$ cat src/rtl/cfg_port_pkg.sv
package cfg_port_pkg;

    typedef enum logic [1:0] {
        ST_IDLE = 2'd0,
        ST_BUS  = 2'd1,
        ST_DONE = 2'd2
    } cfg_state_e;

    typedef enum logic [1:0] {
        K_LATCH = 2'd0,
        K_WIN   = 2'd1,
        K_HDR   = 2'd2,
        K_NONE  = 2'd3
    } cfg_kind_e;

    typedef struct packed {
        cfg_state_e  st;
        logic [31:0] areg;
        logic        req;
        logic        we;
        logic [31:0] addr;
        logic [3:0]  be;
        logic [31:0] wdata;
        logic [1:0]  size;
        logic [1:0]  off;
        logic        done;
        logic [31:0] rdata;
    } cfg_ctl_s;

endpackage

$ cat src/rtl/cfg_lane_map.sv
module cfg_lane_map (
    input  logic [1:0]  size_i,
    input  logic [1:0]  off_i,
    input  logic [31:0] wdata_i,
    input  logic [31:0] rdata_lane_i,
    output logic [3:0]  be_o,
    output logic [31:0] wdata_lane_o,
    output logic [31:0] rdata_right_o
);
    logic [1:0]  base;
    logic [31:0] mask;

    always_comb begin
        case (size_i)
            2'd0: begin
                base = off_i;
                mask = 32'h0000_00FF;
                be_o = 4'b0001 << off_i;
            end
            2'd1: begin
                base = {off_i[1], 1'b0};
                mask = 32'h0000_FFFF;
                be_o = 4'b0011 << {off_i[1], 1'b0};
            end
            default: begin
                base = 2'd0;
                mask = 32'hFFFF_FFFF;
                be_o = 4'b1111;
            end
        endcase
        wdata_lane_o  = (wdata_i & mask) << {base, 3'b000};
        rdata_right_o = (rdata_lane_i >> {base, 3'b000}) & mask;
    end
endmodule

$ cat src/rtl/cfg_hdr_store.sv
module cfg_hdr_store #(
    parameter int WORDS = 16,
    localparam int IDX_W = $clog2(WORDS)
) (
    input  logic             clk,
    input  logic             rst_n,
    input  logic             wr_en_i,
    input  logic [IDX_W-1:0] idx_i,
    input  logic [3:0]       be_i,
    input  logic [31:0]      wdata_i,
    output logic [31:0]      rd_word_o
);
    typedef struct packed {
        logic [WORDS-1:0][31:0] mem;
    } hdr_s;

    hdr_s hdr_d, hdr_q;

    always_comb begin
        hdr_d = hdr_q;
        if (wr_en_i) begin
            for (int b = 0; b < 4; b++) begin
                if (be_i[b]) begin
                    hdr_d.mem[idx_i][8*b +: 8] = wdata_i[8*b +: 8];
                end
            end
        end
    end

    always_ff @(posedge clk) begin
        if (!rst_n) hdr_q <= '0;
        else        hdr_q <= hdr_d;
    end

    assign rd_word_o = hdr_q.mem[idx_i];

    p_hold_when_idle_r9: assert property (@(posedge clk) disable iff (!rst_n)
        !wr_en_i |=> $stable(hdr_q));
endmodule

$ cat src/rtl/cfg_txn_ctrl.sv
module cfg_txn_ctrl
    import cfg_port_pkg::*;
(
    input  logic        clk,
    input  logic        rst_n,
    input  logic        valid_i,
    input  logic        we_i,
    input  cfg_kind_e   kind_i,
    input  logic [1:0]  size_i,
    input  logic [1:0]  off_i,
    input  logic [31:0] wdata_i,
    input  logic [3:0]  be_i,
    input  logic [31:0] wlane_i,
    input  logic [31:0] hdr_right_i,
    input  logic        ack_i,
    input  logic [31:0] bus_right_i,
    output logic        idle_o,
    output logic [1:0]  held_size_o,
    output logic [1:0]  held_off_o,
    output logic [31:0] areg_o,
    output logic        done_o,
    output logic [31:0] rdata_o,
    output logic        req_o,
    output logic        req_we_o,
    output logic [31:0] req_addr_o,
    output logic [3:0]  req_be_o,
    output logic [31:0] req_wdata_o
);
    cfg_ctl_s ctl_d, ctl_q;

    always_comb begin
        ctl_d      = ctl_q;
        ctl_d.done = 1'b0;
        case (ctl_q.st)
            ST_IDLE: begin
                if (valid_i) begin
                    ctl_d.st    = ST_DONE;
                    ctl_d.done  = 1'b1;
                    ctl_d.rdata = '0;
                    case (kind_i)
                        K_LATCH: begin
                            if (we_i) ctl_d.areg  = wdata_i;
                            else      ctl_d.rdata = ctl_q.areg;
                        end
                        K_HDR: begin
                            if (!we_i) ctl_d.rdata = hdr_right_i;
                        end
                        K_WIN: begin
                            ctl_d.st    = ST_BUS;
                            ctl_d.done  = 1'b0;
                            ctl_d.req   = 1'b1;
                            ctl_d.we    = we_i;
                            ctl_d.addr  = ctl_q.areg | {30'd0, off_i};
                            ctl_d.be    = be_i;
                            ctl_d.wdata = we_i ? wlane_i : 32'd0;
                            ctl_d.size  = size_i;
                            ctl_d.off   = off_i;
                        end
                        default: ;
                    endcase
                end
            end
            ST_BUS: begin
                if (ack_i) begin
                    ctl_d.req   = 1'b0;
                    ctl_d.st    = ST_DONE;
                    ctl_d.done  = 1'b1;
                    ctl_d.rdata = ctl_q.we ? 32'd0 : bus_right_i;
                end
            end
            default: ctl_d.st = ST_IDLE;
        endcase
    end

    always_ff @(posedge clk) begin
        if (!rst_n) ctl_q <= '0;
        else        ctl_q <= ctl_d;
    end

    assign idle_o      = (ctl_q.st == ST_IDLE);
    assign held_size_o = ctl_q.size;
    assign held_off_o  = ctl_q.off;
    assign areg_o      = ctl_q.areg;
    assign done_o      = ctl_q.done;
    assign rdata_o     = ctl_q.rdata;
    assign req_o       = ctl_q.req;
    assign req_we_o    = ctl_q.we;
    assign req_addr_o  = ctl_q.addr;
    assign req_be_o    = ctl_q.be;
    assign req_wdata_o = ctl_q.wdata;

    p_req_held_r8: assert property (@(posedge clk) disable iff (!rst_n)
        req_o && !ack_i |=> req_o && $stable(req_addr_o) && $stable(req_be_o)
                            && $stable(req_wdata_o) && $stable(req_we_o));

    p_req_drop_r8: assert property (@(posedge clk) disable iff (!rst_n)
        req_o && ack_i |=> !req_o && done_o);

    p_done_pulse_r8: assert property (@(posedge clk) disable iff (!rst_n)
        done_o |=> !done_o);

    p_be_legal_r5: assert property (@(posedge clk) disable iff (!rst_n)
        req_o |-> (req_be_o == 4'b1111 || req_be_o == 4'b0011 || req_be_o == 4'b1100
                   || $countones(req_be_o) == 1));

    p_addr_join_r3: assert property (@(posedge clk) disable iff (!rst_n)
        req_o |-> (req_addr_o[31:2] == areg_o[31:2]));

    p_idle_no_req_r8: assert property (@(posedge clk) disable iff (!rst_n)
        idle_o |-> !req_o);
endmodule

$ cat src/rtl/cfg_access_port.sv
module cfg_access_port
    import cfg_port_pkg::*;
#(
    parameter int                ADDR_W    = 20,
    parameter logic [ADDR_W-1:0] REG_BASE  = 20'h80000,
    parameter int                HDR_BYTES = 64
) (
    input  logic              clk,
    input  logic              rst_n,
    input  logic              hst_valid,
    input  logic              hst_we,
    input  logic [ADDR_W-1:0] hst_addr,
    input  logic [1:0]        hst_size,
    input  logic [31:0]       hst_wdata,
    output logic              hst_done,
    output logic [31:0]       hst_rdata,
    output logic              cfg_req,
    output logic              cfg_we,
    output logic [31:0]       cfg_addr,
    output logic [3:0]        cfg_be,
    output logic [31:0]       cfg_wdata,
    input  logic              cfg_ack,
    input  logic [31:0]       cfg_rdata,
    output logic [4:0]        cfg_slot
);
    localparam int                HDR_WORDS = HDR_BYTES / 4;
    localparam int                IDX_W     = $clog2(HDR_WORDS);
    localparam logic [ADDR_W:0]   HDR_LO    = {1'b0, REG_BASE};
    localparam logic [ADDR_W:0]   HDR_HI    = HDR_LO + (ADDR_W+1)'(HDR_BYTES);

    cfg_kind_e   kind;
    logic [1:0]  off;
    logic [3:0]  be_now;
    logic [31:0] wlane_now, hdr_word, hdr_right, bus_right, areg, unused_wl;
    logic [3:0]  unused_be;
    logic [1:0]  held_size, held_off;
    logic        idle;
    logic [ADDR_W:0] addr_ext;

    assign off      = hst_addr[1:0];
    assign addr_ext = {1'b0, hst_addr};

    always_comb begin
        if (hst_addr[ADDR_W-1:2] == '0)
            kind = K_LATCH;
        else if (hst_addr[ADDR_W-1:2] == (ADDR_W-2)'(1))
            kind = K_WIN;
        else if (addr_ext >= HDR_LO && addr_ext < HDR_HI)
            kind = K_HDR;
        else
            kind = K_NONE;
    end

    cfg_lane_map u_host_lanes (
        .size_i       (hst_size),
        .off_i        (off),
        .wdata_i      (hst_wdata),
        .rdata_lane_i (hdr_word),
        .be_o         (be_now),
        .wdata_lane_o (wlane_now),
        .rdata_right_o(hdr_right)
    );

    cfg_lane_map u_bus_lanes (
        .size_i       (held_size),
        .off_i        (held_off),
        .wdata_i      (32'd0),
        .rdata_lane_i (cfg_rdata),
        .be_o         (unused_be),
        .wdata_lane_o (unused_wl),
        .rdata_right_o(bus_right)
    );

    cfg_hdr_store #(.WORDS(HDR_WORDS)) u_hdr (
        .clk      (clk),
        .rst_n    (rst_n),
        .wr_en_i  (idle && hst_valid && hst_we && kind == K_HDR),
        .idx_i    (hst_addr[IDX_W+1:2]),
        .be_i     (be_now),
        .wdata_i  (wlane_now),
        .rd_word_o(hdr_word)
    );

    cfg_txn_ctrl u_ctrl (
        .clk        (clk),
        .rst_n      (rst_n),
        .valid_i    (hst_valid),
        .we_i       (hst_we),
        .kind_i     (kind),
        .size_i     (hst_size),
        .off_i      (off),
        .wdata_i    (hst_wdata),
        .be_i       (be_now),
        .wlane_i    (wlane_now),
        .hdr_right_i(hdr_right),
        .ack_i      (cfg_ack),
        .bus_right_i(bus_right),
        .idle_o     (idle),
        .held_size_o(held_size),
        .held_off_o (held_off),
        .areg_o     (areg),
        .done_o     (hst_done),
        .rdata_o    (hst_rdata),
        .req_o      (cfg_req),
        .req_we_o   (cfg_we),
        .req_addr_o (cfg_addr),
        .req_be_o   (cfg_be),
        .req_wdata_o(cfg_wdata)
    );

    assign cfg_slot = areg[15:11];

    p_local_no_bus_r10: assert property (@(posedge clk) disable iff (!rst_n)
        idle && hst_valid && kind != K_WIN |=> !cfg_req && hst_done);

    p_latch_one_cycle_r2: assert property (@(posedge clk) disable iff (!rst_n)
        idle && hst_valid && kind == K_LATCH |=> hst_done);
endmodule

$ cat config.mk
export PLATFORM = sky130hd
export DESIGN_NAME = cfg_access_port
export DESIGN_NICKNAME = d
export VERILOG_FILES = /design/src/rtl/cfg_port_pkg.sv /design/src/rtl/cfg_lane_map.sv /design/src/rtl/cfg_hdr_store.sv /design/src/rtl/cfg_txn_ctrl.sv /design/src/rtl/cfg_access_port.sv
export SDC_FILE = /design/constraint.sdc
export NUM_CORES = 1
export LEC_CHECK = 0
export ABC_AREA = 1
export CAP_MARGIN = 20
export CORE_UTILIZATION = 45
export CTS_CLUSTER_DIAMETER = 150
export DETAILED_ROUTE_END_ITERATION = 7
export PLACE_DENSITY_LB_ADDON = 0.05
export RECOVER_POWER = 25
export SLEW_MARGIN = 20
export SYNTH_ARGS = -nofsm -noshare
export SYNTH_HDL_FRONTEND = slang
export SYNTH_SLANG_ARGS = --single-unit
$ cat constraint.sdc
create_clock -name clk -period 5.9 [get_ports clk]
set_input_delay 0.59 -clock clk [delete_from_list [all_inputs] [get_ports clk]]
set_output_delay 0.59 -clock clk [all_outputs]
set_load 0.01 [all_outputs]
==> results of run 1 <==
-- sequential cells by signal, summed over array words and instances, names as in the netlist, 2 cells and up --
register and cells:
u_ctrl.req_addr_o 32, u_ctrl.held_size_o 2, u_hdr.hdr_q 512, u_ctrl.held_off_o 2
u_ctrl.ctl_q 2, u_ctrl.rdata_o 32, u_ctrl.areg_o 32, u_ctrl.req_be_o 4
u_ctrl.req_wdata_o 32
-- worst max-delay path, cell delays in order --
cell,delay (ps)
sky130_fd_sc_hd__dlygate4sd3_1,1170
sky130_fd_sc_hd__nor2_1,410
sky130_fd_sc_hd__inv_1,200
sky130_fd_sc_hd__nor2_1,190
sky130_fd_sc_hd__nor2_1,550
sky130_fd_sc_hd__nand2_2,280
sky130_fd_sc_hd__inv_1,730
sky130_fd_sc_hd__buf_12,350
sky130_fd_sc_hd__nand2_1,310
sky130_fd_sc_hd__o21ai_0,260
sky130_fd_sc_hd__a21oi_1,50
-- per-layer routing --
metal / routed length (microns) / part of all wire (%)
met3: 7340 / 6.8
met1: 49400 / 46
met5: 0 / 0
met4: 3930 / 3.6
met2: 47600 / 44
-- layout make-up --
type	instances	area share (%)
antenna	2	0.0142
clock inverter	14	0.592
inverter	330	3.55
clock buffer	117	6.54
tap	931	3.30
sequential	653	37.1
multi-input combinational	3380	41.9
timing repair buffer	252	7.00
-- cells in the final DEF, fill, tap and decap left out, types with 44 or more instances in the layout --
| cell | Yosys | layout |
|---|---|---|
| sky130_fd_sc_hd__clkbuf_16 | 0 | 78 |
| sky130_fd_sc_hd__inv_1 | 308 | 311 |
| sky130_fd_sc_hd__dlygate4sd3_1 | 0 | 109 |
| sky130_fd_sc_hd__nand2_1 | 1681 | 1681 |
| sky130_fd_sc_hd__clkdlybuf4s50_1 | 0 | 86 |
| sky130_fd_sc_hd__nand3_1 | 221 | 221 |
| sky130_fd_sc_hd__dfxtp_1 | 653 | 653 |
| sky130_fd_sc_hd__nor2_1 | 251 | 248 |
| sky130_fd_sc_hd__a21oi_1 | 611 | 611 |
| sky130_fd_sc_hd__buf_4 | 113 | 44 |
| sky130_fd_sc_hd__o21ai_0 | 504 | 504 |
-- per-stage QoR --
step	utilization, %	total power [mW]	worst slack, ps	cells
after floorplan	-	4.87	3590	4795
after global placement	47.8	5.17	1600	5546
after detailed placement	47.8	5.17	1570	5546
after CTS	51.5	9.94	2200	5677
after global routing	51.4	10.2	918	5678
final	51.4	9.87	1250	5679
-- where the power goes --
part	switching, mW	internal (mW)
sequential	0.00783	4.42
clock	1.90	2.89
combinational	0.493	0.149
total	2.40	7.47
-- path summary, 6_finish.rpt --
kind | from | end | slack (ps) | depth (start not counted)
max reg2reg | u_ctrl.ctl_q[140]$_SDFFE_PN0P_ | u_ctrl.areg_o[30]$_SDFFE_PN0P_ | 2600 | 9
min | rst_n | u_hdr.hdr_q[272]$_SDFFE_PN0P_ | 440 | 3
min reg2reg | u_hdr.hdr_q[410]$_SDFFE_PN0P_ | u_hdr.hdr_q[410]$_SDFFE_PN0P_ | 440 | 2
max | hst_size[1] | u_hdr.hdr_q[131]$_SDFFE_PN0P_ | 1250 | 11
-- cells by family after synthesis --
logic type / share of synthesized area [%]
simple gates: 27.7
compound gates: 19.3
buf+inv: 10.9
flops: 41.9
mux: 0.224
==> metrics.txt, run 1 <==
Post-Route Hold Slack 441 ps; hold buffer count at cts 0; met2 Resource Use GR 46.1%; count of antenna-violating nets left after detailed routing 0; warning count from the yosys run 0; vias per std cell 5.31; Sequential Area 13100 sq um; global routing usage summed across all routing layers 29.9%; ranking of synthesized cells by area sky130_fd_sc_hd__dfxtp_1 (42%), sky130_fd_sc_hd__nand2_1 (20%), sky130_fd_sc_hd__a21oi_1 (9.8%), sky130_fd_sc_hd__o21ai_0 (8.1%), sky130_fd_sc_hd__inv_1 (3.7%); area enclosed by the die boundary 70500 sq um; endpoints failing hold 0; Placeable Area 68600 sq um; Nets 4782; wire length after detailed routing 108000 microns; RSZ-0062 raised after global routing no; Num CTS Buffers 74; # IOs 199; Fill cells 6981; Slew Limit Fails 74; upper clock frequency limit 215 MHz; failing checks max-capacitance violations, max-slew violations; commonest cells in the synthesized netlist sky130_fd_sc_hd__nand2_1 (1681), sky130_fd_sc_hd__dfxtp_1 (653), sky130_fd_sc_hd__a21oi_1 (611); initial drt markers 3084; clock transition at the registers of the reported paths 60 ps; Avg Inst Size Synth 6.51 sq um; transition time of the tightest slew-check pin 1870 ps; Resize count post-CTS 0; number of different library cells in the post-synthesis netlist 35; most area-hungry cell type in the Yosys netlist sky130_fd_sc_hd__dfxtp_1; max-cap viol count 3; final std cell area, no fill 35300 sq um; Syn Std Cell Area 31200 sq um; initial antenna violation count 2; portion of the post-synthesis area used by sequential elements 41.9%; wire per inst 19.1 microns; clk sink count 653; maximum number of pins on one net before global-route repair 217; global route hottest layer met2; relative area change from synthesis to final layout 12.9%; element type at the critical path start input pin; Crit path arrival time 5150 ps; routed vias 30100; Final Skew 20.6 ps; PwrDens 280 nW/um^2; number of core rows 96; source-to-sink clock delay at the later pin of the worst-skew pair 630 ps; class of the worst hold path input pin to register; ratio of cells with drive above 1 in the final layout 4.74%; clock tree root buffer cell sky130_fd_sc_hd__clkbuf_16; run status complete, but fails checks; effective utilization at floorplan 45.5%; multi-input logic area 14800 sq um; fraction of synthesis flops using an asynchronous set or reset pin 0%; number of flops mapped to enable cells by yosys 0; global route total overflow 0; weighted congestion at the end of routability-driven global placement 0.952; synthesized instance count 4795; post-synth net total 4886; most repeated cell in the gate-level netlist after synthesis sky130_fd_sc_hd__nand2_1; Die Span Y 265 microns; Fin Setup TNS 0 ps; maximum clock insertion buffer count 3; TritonCTS clock tree built; Critical Path Sink Type register; first-pass GRT wire length 165000 microns; Area after DPL 32800 sq um; primary flip-flop cell chosen by synthesis mapping sky130_fd_sc_hd__dfxtp_1; post-route fraction of the period consumed by the critical path 78.8%; Final setup viols 0; Detailed Place HPWL 69100 microns; Horiz. Die Dim 265 microns; maximum ir drop on the vdd rail 0.194 mV; I/O Buffers 198; Worst Path Max Fanout 64; TritonRoute pass-1 iters 6; global-route track usage on met3 4.38%; Setup CP Type input pin to register; fraction of synthesized cell area taken by the top area cell type 41.9%; DRC 0; H-tree levels 3; via count of the first global-routing pass 26900; worst path required time 6400 ps; Yosys reg bits 653; met1 usage in global routing 42.4%; Leakage 14.3 nW; setup repair bufs after CTS 0; final critical path time including I/O delays and setup 4650 ps; slew margin rel. -24.8%
Note: power is estimated with default switching activity, not from simulation.
==> inputs of run 2 (changes only) <==
==> constraint.sdc (replaced) <==
create_clock -name clk -period 3.77 [get_ports clk]
set_input_delay 0.377 -clock clk [delete_from_list [all_inputs] [get_ports clk]]
set_output_delay 0.377 -clock clk [all_outputs]
set_load 0.01 [all_outputs]
==> run 2 against run 1 <==
The flow now finishes without violations. Largest power group unchanged. Sequential cell count stayed put. Critical path depth grew 3. Sequential power grew 57%. Wire length up 0.38%.
==> metrics.txt, run 2 (synthesis results as in run 1) <==
run status completed (was complete, but fails checks); most frequent cells in the layout sky130_fd_sc_hd__nand2_1 (1681), sky130_fd_sc_hd__dfxtp_1 (653), sky130_fd_sc_hd__a21oi_1 (610) (was sky130_fd_sc_hd__nand2_1 (1681), sky130_fd_sc_hd__dfxtp_1 (653), sky130_fd_sc_hd__a21oi_1 (611)); final critical path time including I/O delays and setup 3120 ps; number of core rows 96 (unchanged); TritonRoute pass-1 iters 6 (unchanged); cell with the biggest individual delay on the critical path sky130_fd_sc_hd__dlygate4sd3_1 (unchanged); wire per inst 18.9 microns (was 19.1 microns); Fin Setup TNS 0 ps (unchanged); Horiz. Die Dim 265 microns (unchanged); source-to-sink clock delay at the later pin of the worst-skew pair 630 ps (about the same); vias per std cell 5.28 (was 5.31); Num CTS Buffers 74 (unchanged); maximum number of pins on one net before global-route repair 213 (was 217); relative area change from synthesis to final layout 14.4% (was 12.9%); element type at the critical path start input pin (unchanged); Slew Limit Fails 0 (was 74); most common library cell in the layout ignoring fill and taps sky130_fd_sc_hd__nand2_1 (unchanged); register-to-register path setup slack 1210 ps (was 2600 ps); Placeable Area 68600 sq um (unchanged); family with the most delay on the worst path simple AND/OR/NAND/NOR gates (was buffers and inverters); transition time of the tightest slew-check pin 1000 ps (was 1870 ps); clk sink count 653 (unchanged); Final setup viols 0 (unchanged); slew margin rel. 33.1% (was -24.8%); # IOs 199 (unchanged); initial drt markers 3101 (was 3084); area enclosed by the die boundary 70500 sq um (unchanged); I/O Buffers 198 (unchanged); Leakage 14.6 nW (was 14.3 nW); clock transition at the registers of the reported paths 60 ps (about the same); H-tree levels 3 (unchanged); Die Span Y 265 microns (unchanged); number of cell instances on the worst register-to-register path 10 (was 9); overall power 15.3 mW (was 9.87 mW); Critical Path Sink Type register (unchanged); count of antenna-violating nets left after detailed routing 0 (unchanged); post-route fraction of the period consumed by the critical path 82.8%; Area after DPL 33300 sq um (was 32800 sq um); initial antenna violation count 2 (unchanged); setup slack of the critical path after layout 649 ps (was 1250 ps); register with the most flip-flops u_hdr.hdr_q (unchanged); weighted congestion at the end of routability-driven global placement 0.959 (was 0.952); Detailed Place HPWL 71400 microns (was 69100 microns); maximum clock insertion buffer count 3 (unchanged); Crit path arrival time 3650 ps (was 5150 ps); Worst Path Max Fanout 17 (was 64); final std cell area, no fill 35700 sq um (was 35300 sq um); ratio of cells with drive above 1 in the final layout 6.16% (was 4.74%); endpoints failing hold 0 (unchanged); setup repair bufs after CTS 0 (unchanged); hold buffer count at cts 0 (unchanged); Final Skew 28.6 ps (was 20.6 ps); Setup CP Type input pin to register (unchanged); maximum ir drop on the vdd rail 0.364 mV (was 0.194 mV); largest incremental delay on the critical path 690 ps (was 1170 ps); end of the worst register-to-register path u_hdr.hdr_q[4]$_SDFFE_PN0P_ (was u_ctrl.areg_o[30]$_SDFFE_PN0P_); first-pass GRT wire length 167000 microns (was 165000 microns); effective utilization at floorplan 45.5% (unchanged); global routing usage summed across all routing layers 30.2% (was 29.9%); setup slack at placement 450 ps (was 1570 ps); min-delay src rst_n (unchanged); Nets 4846 (was 4782); DRC 0 (unchanged); class of the worst hold path input pin to register (unchanged); RSZ-0062 raised after global routing no (unchanged); clock tree root buffer cell sky130_fd_sc_hd__clkbuf_16 (unchanged); upper clock frequency limit 320 MHz; Reg-to-Reg Start u_ctrl.ctl_q[140]$_SDFFE_PN0P_ (unchanged); PwrDens 429 nW/um^2 (was 280 nW/um^2); worst path required time 4300 ps (was 6400 ps); Largest register FFs 512 (unchanged); global route total overflow 0 (unchanged); via count of the first global-routing pass 27500 (was 26900); end of the worst hold path u_ctrl.req_addr_o[24]$_SDFFE_PN0P_ (was u_hdr.hdr_q[272]$_SDFFE_PN0P_); TritonCTS clock tree built (unchanged); Resize count post-CTS 0 (unchanged); Cell Chain, Critical Path dlygate4sd3_1 -> nor2_1 -> inv_2 -> nor2_4 -> inv_2 -> nor2_4 -> clkinv_1 -> nor2_1 -> nor2_1 -> nand2_1 -> nand2_1 -> nand2_1 -> nand2_1 -> a21oi_1 (was dlygate4sd3_1 -> nor2_1 -> inv_1 -> nor2_1 -> nor2_1 -> nand2_2 -> inv_1 -> buf_12 -> nand2_1 -> o21ai_0 -> a21oi_1); routed vias 30300 (was 30100); worst hold stages 3 (unchanged); Buf+Inv Stages, Crit Path 4 (unchanged); wire length after detailed routing 109000 microns (was 108000 microns); Top cell by count, worst path sky130_fd_sc_hd__nand2_1 (was sky130_fd_sc_hd__nor2_1); max-cap viol count 0 (was 3)
-- run 2: cell count changes in the layout (fill, tap and decap cells not counted), sizes merged --
cell      before  now
buf           53  115
clkinv        14   16
inv          324  327
clkinvlp       1    2
bufinv         5    4
diode          2    1
clkbuf       121  114
-- run 2: per-stage QoR --
step | std cells | hold WS, ps | util [%]
detailed placement | 5609 | 436 | 48.6
global route | 5738 | 370 | 52.1
finish | 5738 | 330 | 52.1
floorplan | 4795 | 424 | -
CTS | 5736 | 333 | 52.1
global placement | 5609 | 432 | 48.6
-- run 2: how the worst max path moves through the flow --
stage / end / cells past startpoint / from
6_report: u_ctrl.rdata_o[2]$_SDFFE_PN0P_ / 14 / hst_size[1]
5_1_grt: u_hdr.hdr_q[16]$_SDFFE_PN0P_ / 11 / hst_size[1]
4_1_cts: u_ctrl.rdata_o[9]$_SDFFE_PN0P_ / 11 / hst_addr[4]
3_5_place_dp: u_ctrl.rdata_o[9]$_SDFFE_PN0P_ / 11 / hst_addr[4]
3_3_place_gp: u_ctrl.rdata_o[9]$_SDFFE_PN0P_ / 11 / hst_addr[4]
2_1_floorplan: u_hdr.hdr_q[189]$_SDFFE_PN0P_ / 11 / hst_addr[17]
-- run 2: metal layers --
| metal | global-route usage (%) | vias up | part of all wire (%) |
|---|---|---|---|
| li1 | - | 15200 | - |
| met1 | 43.0 | 14000 | 46 |
| met2 | 47.5 | 1027 | 45 |
| met3 | 3.68 | 158 | 6.5 |
| met4 | 9.64 | 0 | 2.6 |
| met5 | 0 | - | 0 |
-- run 2: where the power goes --
group	switching (mW)	internal, mW	leakage, nW
combinational	0.768	0.268	8.09
clock	3.00	4.33	1.20
sequential	0.0161	6.92	5.26
-- run 2: layout make-up --
class | count | area, sq um
timing repair buffer | 316 | 3010
inverter | 330 | 1250
sequential | 653 | 13100
fill | 7037 | 32900
antenna | 1 | 2.50
multi-input combinational | 3380 | 14800
clock buffer | 108 | 2210
tap | 931 | 1160
clock inverter | 19 | 211
-- run 2: tightest hold or removal path: stages --
cell                      delay, ps
sky130_fd_sc_hd__buf_8          260
sky130_fd_sc_hd__o21ai_0        180
sky130_fd_sc_hd__nor2_1          50
